**src/rtl/pwm_pkg.sv**
```systemverilog
package pwm_pkg;
  // Word index of each register inside one channel's window
  localparam logic [1:0] REG_CTRL   = 2'd0;
  localparam logic [1:0] REG_DUTY   = 2'd1;
  localparam logic [1:0] REG_PERIOD = 2'd2;
endpackage

```
**src/rtl/pwm_tick_gen.sv**
```systemverilog
module pwm_tick_gen #(
  parameter int W = 6
) (
  input  logic         clk,
  input  logic         rst_n,
  input  logic         clear,
  input  logic [W-1:0] limit,
  output logic         tick
);
  logic [W-1:0] cnt;

  assign tick = (cnt == limit);

  always_ff @(posedge clk or negedge rst_n) begin
    if (!rst_n)       cnt <= '0;
    else if (clear)   cnt <= '0;
    else if (tick)    cnt <= '0;
    else              cnt <= cnt + 1'b1;
  end

  // the divider never runs past its limit, so each tick is (limit+1) cycles
  assert_prescale_range_R3: assert property (@(posedge clk) disable iff (!rst_n)
    !clear |=> cnt <= limit);
endmodule

```
**src/rtl/pwm_regbank.sv**
```systemverilog
module pwm_regbank
  import pwm_pkg::*;
#(
  parameter int NUM_CH = 2,
  parameter int PRE_W  = 6,
  parameter int CNT_W  = 10,
  localparam int DW    = CNT_W + 1
) (
  input  logic                         clk,
  input  logic                         rst_n,
  input  logic                         bus_wr,
  input  logic [2:0]                   bus_addr,
  input  logic [DW-1:0]                bus_wdata,
  output logic [DW-1:0]                bus_rdata,
  output logic [NUM_CH-1:0][PRE_W-1:0] pre_q,
  output logic [NUM_CH-1:0]            abrupt_q,
  output logic [NUM_CH-1:0][CNT_W-1:0] duty_q,
  output logic [NUM_CH-1:0]            full_q,
  output logic [NUM_CH-1:0][CNT_W-1:0] per_q
);
  logic       ch_sel;
  logic [1:0] rsel;
  logic       hit;
  logic [NUM_CH-1:0][DW-1:0] rd_word;

  assign ch_sel = bus_addr[2];
  assign rsel   = bus_addr[1:0];
  assign hit    = (32'(ch_sel) < NUM_CH);

  for (genvar c = 0; c < NUM_CH; c++) begin : g_ch
    logic wr_here;
    assign wr_here = bus_wr && hit && (ch_sel == 1'(c));

    always_ff @(posedge clk or negedge rst_n) begin
      if (!rst_n) begin
        pre_q[c]    <= '0;
        abrupt_q[c] <= 1'b0;
        duty_q[c]   <= '0;
        full_q[c]   <= 1'b0;
        per_q[c]    <= '0;
      end else if (wr_here) begin
        case (rsel)
          REG_CTRL: begin
            pre_q[c]    <= bus_wdata[PRE_W-1:0];
            abrupt_q[c] <= bus_wdata[PRE_W];
          end
          REG_DUTY: begin
            duty_q[c] <= bus_wdata[CNT_W-1:0];
            full_q[c] <= bus_wdata[CNT_W];
          end
          REG_PERIOD: per_q[c] <= bus_wdata[CNT_W-1:0];
          default: ;
        endcase
      end
    end

    always_comb begin
      rd_word[c] = '0;
      case (rsel)
        REG_CTRL:   rd_word[c][PRE_W:0] = {abrupt_q[c], pre_q[c]};
        REG_DUTY:   rd_word[c]          = {full_q[c], duty_q[c]};
        REG_PERIOD: rd_word[c][CNT_W-1:0] = per_q[c];
        default:    rd_word[c] = '0;
      endcase
    end
  end

  always_comb begin
    bus_rdata = '0;
    for (int c = 0; c < NUM_CH; c++) begin
      if (hit && (ch_sel == 1'(c))) bus_rdata = rd_word[c];
    end
  end

  // a control write on channel 0 lands in both control fields
  assert_ctrl_wb_R1: assert property (@(posedge clk) disable iff (!rst_n)
    (bus_wr && !ch_sel && rsel == REG_CTRL)
      |=> {abrupt_q[0], pre_q[0]} == $past(bus_wdata[PRE_W:0]));
endmodule

```
**src/rtl/pwm_channel.sv**
```systemverilog
module pwm_channel #(
  parameter int PRE_W = 6,
  parameter int CNT_W = 10
) (
  input  logic             clk,
  input  logic             rst_n,
  input  logic             en,
  input  logic             abrupt,
  input  logic [PRE_W-1:0] pre_reg,
  input  logic [CNT_W-1:0] duty_reg,
  input  logic             full_reg,
  input  logic [CNT_W-1:0] per_reg,
  output logic             pwm_out
);
  logic             running;
  logic [PRE_W-1:0] pre_act;
  logic [CNT_W-1:0] duty_act;
  logic [CNT_W-1:0] per_act;
  logic             full_act;
  logic [CNT_W-1:0] pcnt;
  logic             tick;
  logic             start;
  logic             halt;
  logic             boundary;

  assign start    = !running && en;
  assign halt     = running && !en && abrupt;
  assign boundary = running && tick && (pcnt == per_act);

  pwm_tick_gen #(.W(PRE_W)) u_tick (
    .clk   (clk),
    .rst_n (rst_n),
    .clear (!running || halt || boundary),
    .limit (pre_act),
    .tick  (tick)
  );

  always_ff @(posedge clk or negedge rst_n) begin
    if (!rst_n) begin
      running  <= 1'b0;
      pre_act  <= '0;
      duty_act <= '0;
      per_act  <= '0;
      full_act <= 1'b0;
      pcnt     <= '0;
    end else if (start || (boundary && en)) begin
      running  <= 1'b1;
      pre_act  <= pre_reg;
      duty_act <= duty_reg;
      per_act  <= per_reg;
      full_act <= full_reg;
      pcnt     <= '0;
    end else if (halt || boundary) begin
      running <= 1'b0;
      pcnt    <= '0;
    end else if (running && tick) begin
      pcnt <= pcnt + 1'b1;
    end
  end

  assign pwm_out = running && (full_act || (pcnt < duty_act));

  // the period counter stays within the latched period value
  assert_pcnt_range_R3: assert property (@(posedge clk) disable iff (!rst_n)
    pcnt <= per_act);

  // an abrupt stop silences the output on the very next edge
  assert_abrupt_stop_R7: assert property (@(posedge clk) disable iff (!rst_n)
    (running && !en && abrupt) |=> !pwm_out);

  // a graceful stop keeps the channel running until the period ends
  assert_graceful_run_R8: assert property (@(posedge clk) disable iff (!rst_n)
    (running && !en && !abrupt && !boundary) |=> running);

  // working values only change at a start or a period boundary
  assert_shadow_hold_R9: assert property (@(posedge clk) disable iff (!rst_n)
    (running && !boundary)
      |=> ($stable(duty_act) && $stable(per_act) && $stable(pre_act) && $stable(full_act)));

  // the output is low while reset is held
  assert_reset_low_R10: assert property (@(posedge clk) !rst_n |-> !pwm_out);
endmodule

```
**src/rtl/pwm_unit.sv**
```systemverilog
module pwm_unit #(
  parameter int NUM_CH = 2,
  parameter int PRE_W  = 6,
  parameter int CNT_W  = 10,
  localparam int DW    = CNT_W + 1
) (
  input  logic              clk,
  input  logic              rst_n,
  input  logic              bus_wr,
  input  logic [2:0]        bus_addr,
  input  logic [DW-1:0]     bus_wdata,
  output logic [DW-1:0]     bus_rdata,
  input  logic [NUM_CH-1:0] ch_en,
  output logic [NUM_CH-1:0] pwm_out
);
  logic [NUM_CH-1:0][PRE_W-1:0] pre_q;
  logic [NUM_CH-1:0]            abrupt_q;
  logic [NUM_CH-1:0][CNT_W-1:0] duty_q;
  logic [NUM_CH-1:0]            full_q;
  logic [NUM_CH-1:0][CNT_W-1:0] per_q;

  pwm_regbank #(.NUM_CH(NUM_CH), .PRE_W(PRE_W), .CNT_W(CNT_W)) u_regs (
    .clk       (clk),
    .rst_n     (rst_n),
    .bus_wr    (bus_wr),
    .bus_addr  (bus_addr),
    .bus_wdata (bus_wdata),
    .bus_rdata (bus_rdata),
    .pre_q     (pre_q),
    .abrupt_q  (abrupt_q),
    .duty_q    (duty_q),
    .full_q    (full_q),
    .per_q     (per_q)
  );

  for (genvar c = 0; c < NUM_CH; c++) begin : g_chan
    pwm_channel #(.PRE_W(PRE_W), .CNT_W(CNT_W)) u_chan (
      .clk      (clk),
      .rst_n    (rst_n),
      .en       (ch_en[c]),
      .abrupt   (abrupt_q[c]),
      .pre_reg  (pre_q[c]),
      .duty_reg (duty_q[c]),
      .full_reg (full_q[c]),
      .per_reg  (per_q[c]),
      .pwm_out  (pwm_out[c])
    );
  end
endmodule

```
**config.mk**
```make
export PLATFORM = sky130hd
export DESIGN_NAME = pwm_unit
export DESIGN_NICKNAME = d
export VERILOG_FILES = /design/src/rtl/pwm_pkg.sv /design/src/rtl/pwm_tick_gen.sv /design/src/rtl/pwm_regbank.sv /design/src/rtl/pwm_channel.sv /design/src/rtl/pwm_unit.sv
export SDC_FILE = /design/constraint.sdc
export NUM_CORES = 1
export LEC_CHECK = 0
export ABC_AREA = 1
export BUFFER_PORTS_ARGS = -buffer_cell sky130_fd_sc_hd__buf_2
export CAP_MARGIN = 20
export CORE_MARGIN = 2
export CORE_UTILIZATION = 65
export CTS_CLUSTER_DIAMETER = 60
export CTS_CLUSTER_SIZE = 16
export DETAILED_ROUTE_END_ITERATION = 7
export GPL_TIMING_DRIVEN = 1
export PLACE_DENSITY_LB_ADDON = 0.2
export SLEW_MARGIN = 20
export SYNTH_ARGS = -nofsm -noshare
export SYNTH_HDL_FRONTEND = slang
export SYNTH_SLANG_ARGS = --single-unit
```
**constraint.sdc**
```tcl
create_clock -name clk -period 5.3 [get_ports clk]
set_clock_uncertainty 0.2 [all_clocks]
set_input_delay 0.795 -clock clk [delete_from_list [all_inputs] [get_ports clk]]
set_output_delay 0.795 -clock clk [all_outputs]
set_load 0.05 [all_outputs]
```
==> results.md <==
* HP Class: input pin to asynchronous set/reset pin
* DIE HEIGHT at 111.8 um
* Pwr Density at 484.2 mW/mm^2
* H-Tree Depth at 4
* Final hold slack at 255.5 ps
* Final worst path period need at 3462 ps
* Antenna viol nets, final at 0
* Starting density of the core at 66.45%
* GRT overflow at 0
* Setup bufs post-CTS at 0
* Hold_buf cts at 0
* Layout cell share with drive strength beyond 1 at 7.430%
* Status: finished clean
* RD Place Congestion at 0.9682
* IO Count at 32
* Main combinational cell family by area after synthesis: simple AND/OR/NAND/NOR gates
* Antenna cells at 0
* Synth Area per Inst at 7.780 um^2
* # fillers at 905
* Post-DP HPWL at 12.71 mm
* Number of CTS-inserted buffers at 17
* Via count at 6492
* WP data arrival at 2470 ps
* Post-synth ARST share at 100.0%
* Fraction of the cycle the final worst path needs at 65.33%
* Drt total wl at 18.33 mm
* First drt pass iteration count at 6
* Leakage Power at 4.336 nW
* Root buf cell: clkbuf_16
* Vias in the first global route at 5942
* CP Capture Type: primary output
* Post-synthesis cell count at 971
* Die area at 0.01250 mm^2
* Final Net Count at 1028
* First-pass GRT wire length at 30.65 mm
* Global router's overall resource usage at 31.11%
* Clk slew on worst S/H paths at 60 ps
* Crit Path Category: input pin to primary output
* Most frequent cell after synthesis: nand2_1
* Post-synthesis sequential area ratio at 47.70%
* Input/output buffers at 31
* Area growth, synth to finish at 9.904%
* # clock sinks at 144
* DRT iter0 DRCs at 624
* CP required at 4300 ps
* Core area at 0.01137 mm^2
* Yosys cell types at 31
* RSZ-0062 raised after global routing: false
* Max FO, Critical Path at 23
* Synth Warn # at 0
* FP Rows at 39
* Die width at 111.8 um
* Synth Register Bits at 144
* Synth area leader: dfrtp_1
* Crit path launch type: input pin
* Worst slew pin tran at 1011 ps
* Final Worst Setup Slack at 1838 ps
* Yosys top cell area share at 47.70%
* Largest net degree at the start of global routing at 113
* Place WS at 1900 ps
* CTS resizes at 0
* Post-synthesis cell area at 0.007555 mm^2
* Dominant synthesized flop cell: dfrtp_1
* F_max at 0.2888 GHz
* Worst skew pair latency at 420 ps
* Clock Tree Buf Depth at 2
* Max-slew violations at 0
* Number of flops mapped to enable cells by yosys at 0
* Synth Area in Compound Gates at 8.380%
* Mux share of post-synthesis cell area at 0%
* Syn nets at 1016
* Synth top area cells: dfrtp_1 (48%), nand2_1 (17%), nand3_1 (4.7%)
* Post-synthesis adder-cell area fraction at 4.306%
* Final setup fails at 0
* Synthesized-area fraction occupied by and/or/nand/nor cells at 28.75%
* Hold Vio Cnt, Final at 0
* CTS tree: built
* Relative slew margins at 32.43%
* Xor/xnor share of the synthesized area at 3.478%
* Max cap viols at 0
* DR vias/cell at 5.700
* Max IR drop VDD at 0.0003408 V
* Routed len/inst at 16.09 um
* Antenna violations before repair at 0
* Commonest cells in the netlist: nand2_1 (345), dfrtp_1 (144), inv_1 (93)
* DRC viols at 0
* TNS Setup at 0 ps
[final cells by class]
cell class | count | area [um^2] | area share [%]
Inverter | 95 | 356.6 | 4.295
Tap cell | 143 | 178.9 | 2.155
Sequential cell | 144 | 3603 | 43.40
Multi-Input combinational cell | 693 | 3393 | 40.87
Timing Repair Buffer | 32 | 171.4 | 2.064
Clock buffer | 22 | 474.2 | 5.711
Clock inverter | 10 | 125.1 | 1.507
[routing by layer]
metal | global-route usage, % | share of wire [%]
met1 | 48.28 | 46
met4 | 9.383 | 1.9
met3 | 5.934 | 8.2
met5 | 0 | 0
met2 | 44.73 | 44
[registers in the layout (all words and copies together), names as in the netlist]
name	count
g_chan.u_chan.duty_act	20
g_chan.u_chan.pcnt	20
g_chan.u_chan.per_act	20
u_regs.duty_q	20
u_regs.per_q	20
g_chan.u_chan.pre_act	12
g_chan.u_chan.u_tick.cnt	12
u_regs.pre_q	12
g_chan.u_chan.full_act	2
g_chan.u_chan.running	2
u_regs.abrupt_q	2
u_regs.full_q	2
[critical path: stages]
cell and delay, ps:
buf_2 120, inv_1 70, ha_1 650, nand2_1 100, nand2_1 90, a221oi_1 50
nor3_1 280, buf_2 310
[power breakdown]
part	switching [mW]	total (mW)	leakage (nW)	internal, mW
registers	0.293	1.68	1.86	1.38
clock network	0.465	1.20	0.292	0.736
logic	0.753	1.14	2.18	0.389
[metrics by stage]
| stage | power, mW | util, % | instances | cell area (um^2) |
|---|---|---|---|---|
| after CTS | 4.018 | 73.01 | 1139 | 8300 |
| after detailed placement | 2.807 | 67.73 | 1107 | 7701 |
| final | 4.021 | 73.03 | 1139 | 8303 |
| after floorplan | 2.518 | - | 971 | 7555 |
| after global placement | 2.761 | 67.73 | 1107 | 7701 |
| after global routing | 4.277 | 73.03 | 1139 | 8303 |
[final timing paths]
check,from,to,slack [ps],depth (start not counted)
hold reg to reg,g_chan[0].u_chan.duty_act[6]$_DFFE_PN0N_,g_chan[0].u_chan.duty_act[6]$_DFFE_PN0N_,270,2
hold / removal,rst_n,g_chan[1].u_chan.u_tick.cnt[5]$_DFF_PN0_,260,1
setup / recovery,bus_addr[1],bus_rdata[6],1840,8
setup reg to reg,g_chan[1].u_chan.u_tick.cnt[4]$_DFF_PN0_,g_chan[1].u_chan.pcnt[8]$_DFFE_PN0P_,2500,11
min in group clk,g_chan[0].u_chan.duty_act[6]$_DFFE_PN0N_,g_chan[0].u_chan.duty_act[6]$_DFFE_PN0N_,270,2
max in group asynchronous,rst_n,g_chan[0].u_chan.pcnt[7]$_DFFE_PN0P_,3570,2
[placed cells by master, fill, tap and decap left out, types with 2 or more instances in the layout]
cell and instances:
a211oi_1 2, a21boi_0 2, a21oi_1 18, a221oi_1 17, buf_2 30, bufinv_16 2
clkbuf_1 2, clkbuf_16 17, clkbuf_8 4, clkinv_4 3, dfrtp_1 144, ha_1 26
inv_1 93, inv_2 2, inv_6 3, nand2_1 345, nand2_2 4, nand3_1 71
nand4_1 16, nor2_1 69, nor2_2 2, nor3_1 16, o211ai_1 2, o21ai_0 65
o31ai_1 2, xnor2_1 12, xor2_1 18
[cells by family (layout without fill, tap and decap cells)]
logic type                 Yosys count  count (layout)
and+or+nand+nor                    528             528
DFF                                144             144
buffers and inverters              134             159
AOI/OAI and AO/OA                  109             109
xor gates and xnor gates            30              30
adders and majority gates           26              26
No activity file was read; power rests on OpenSTA's default activity.
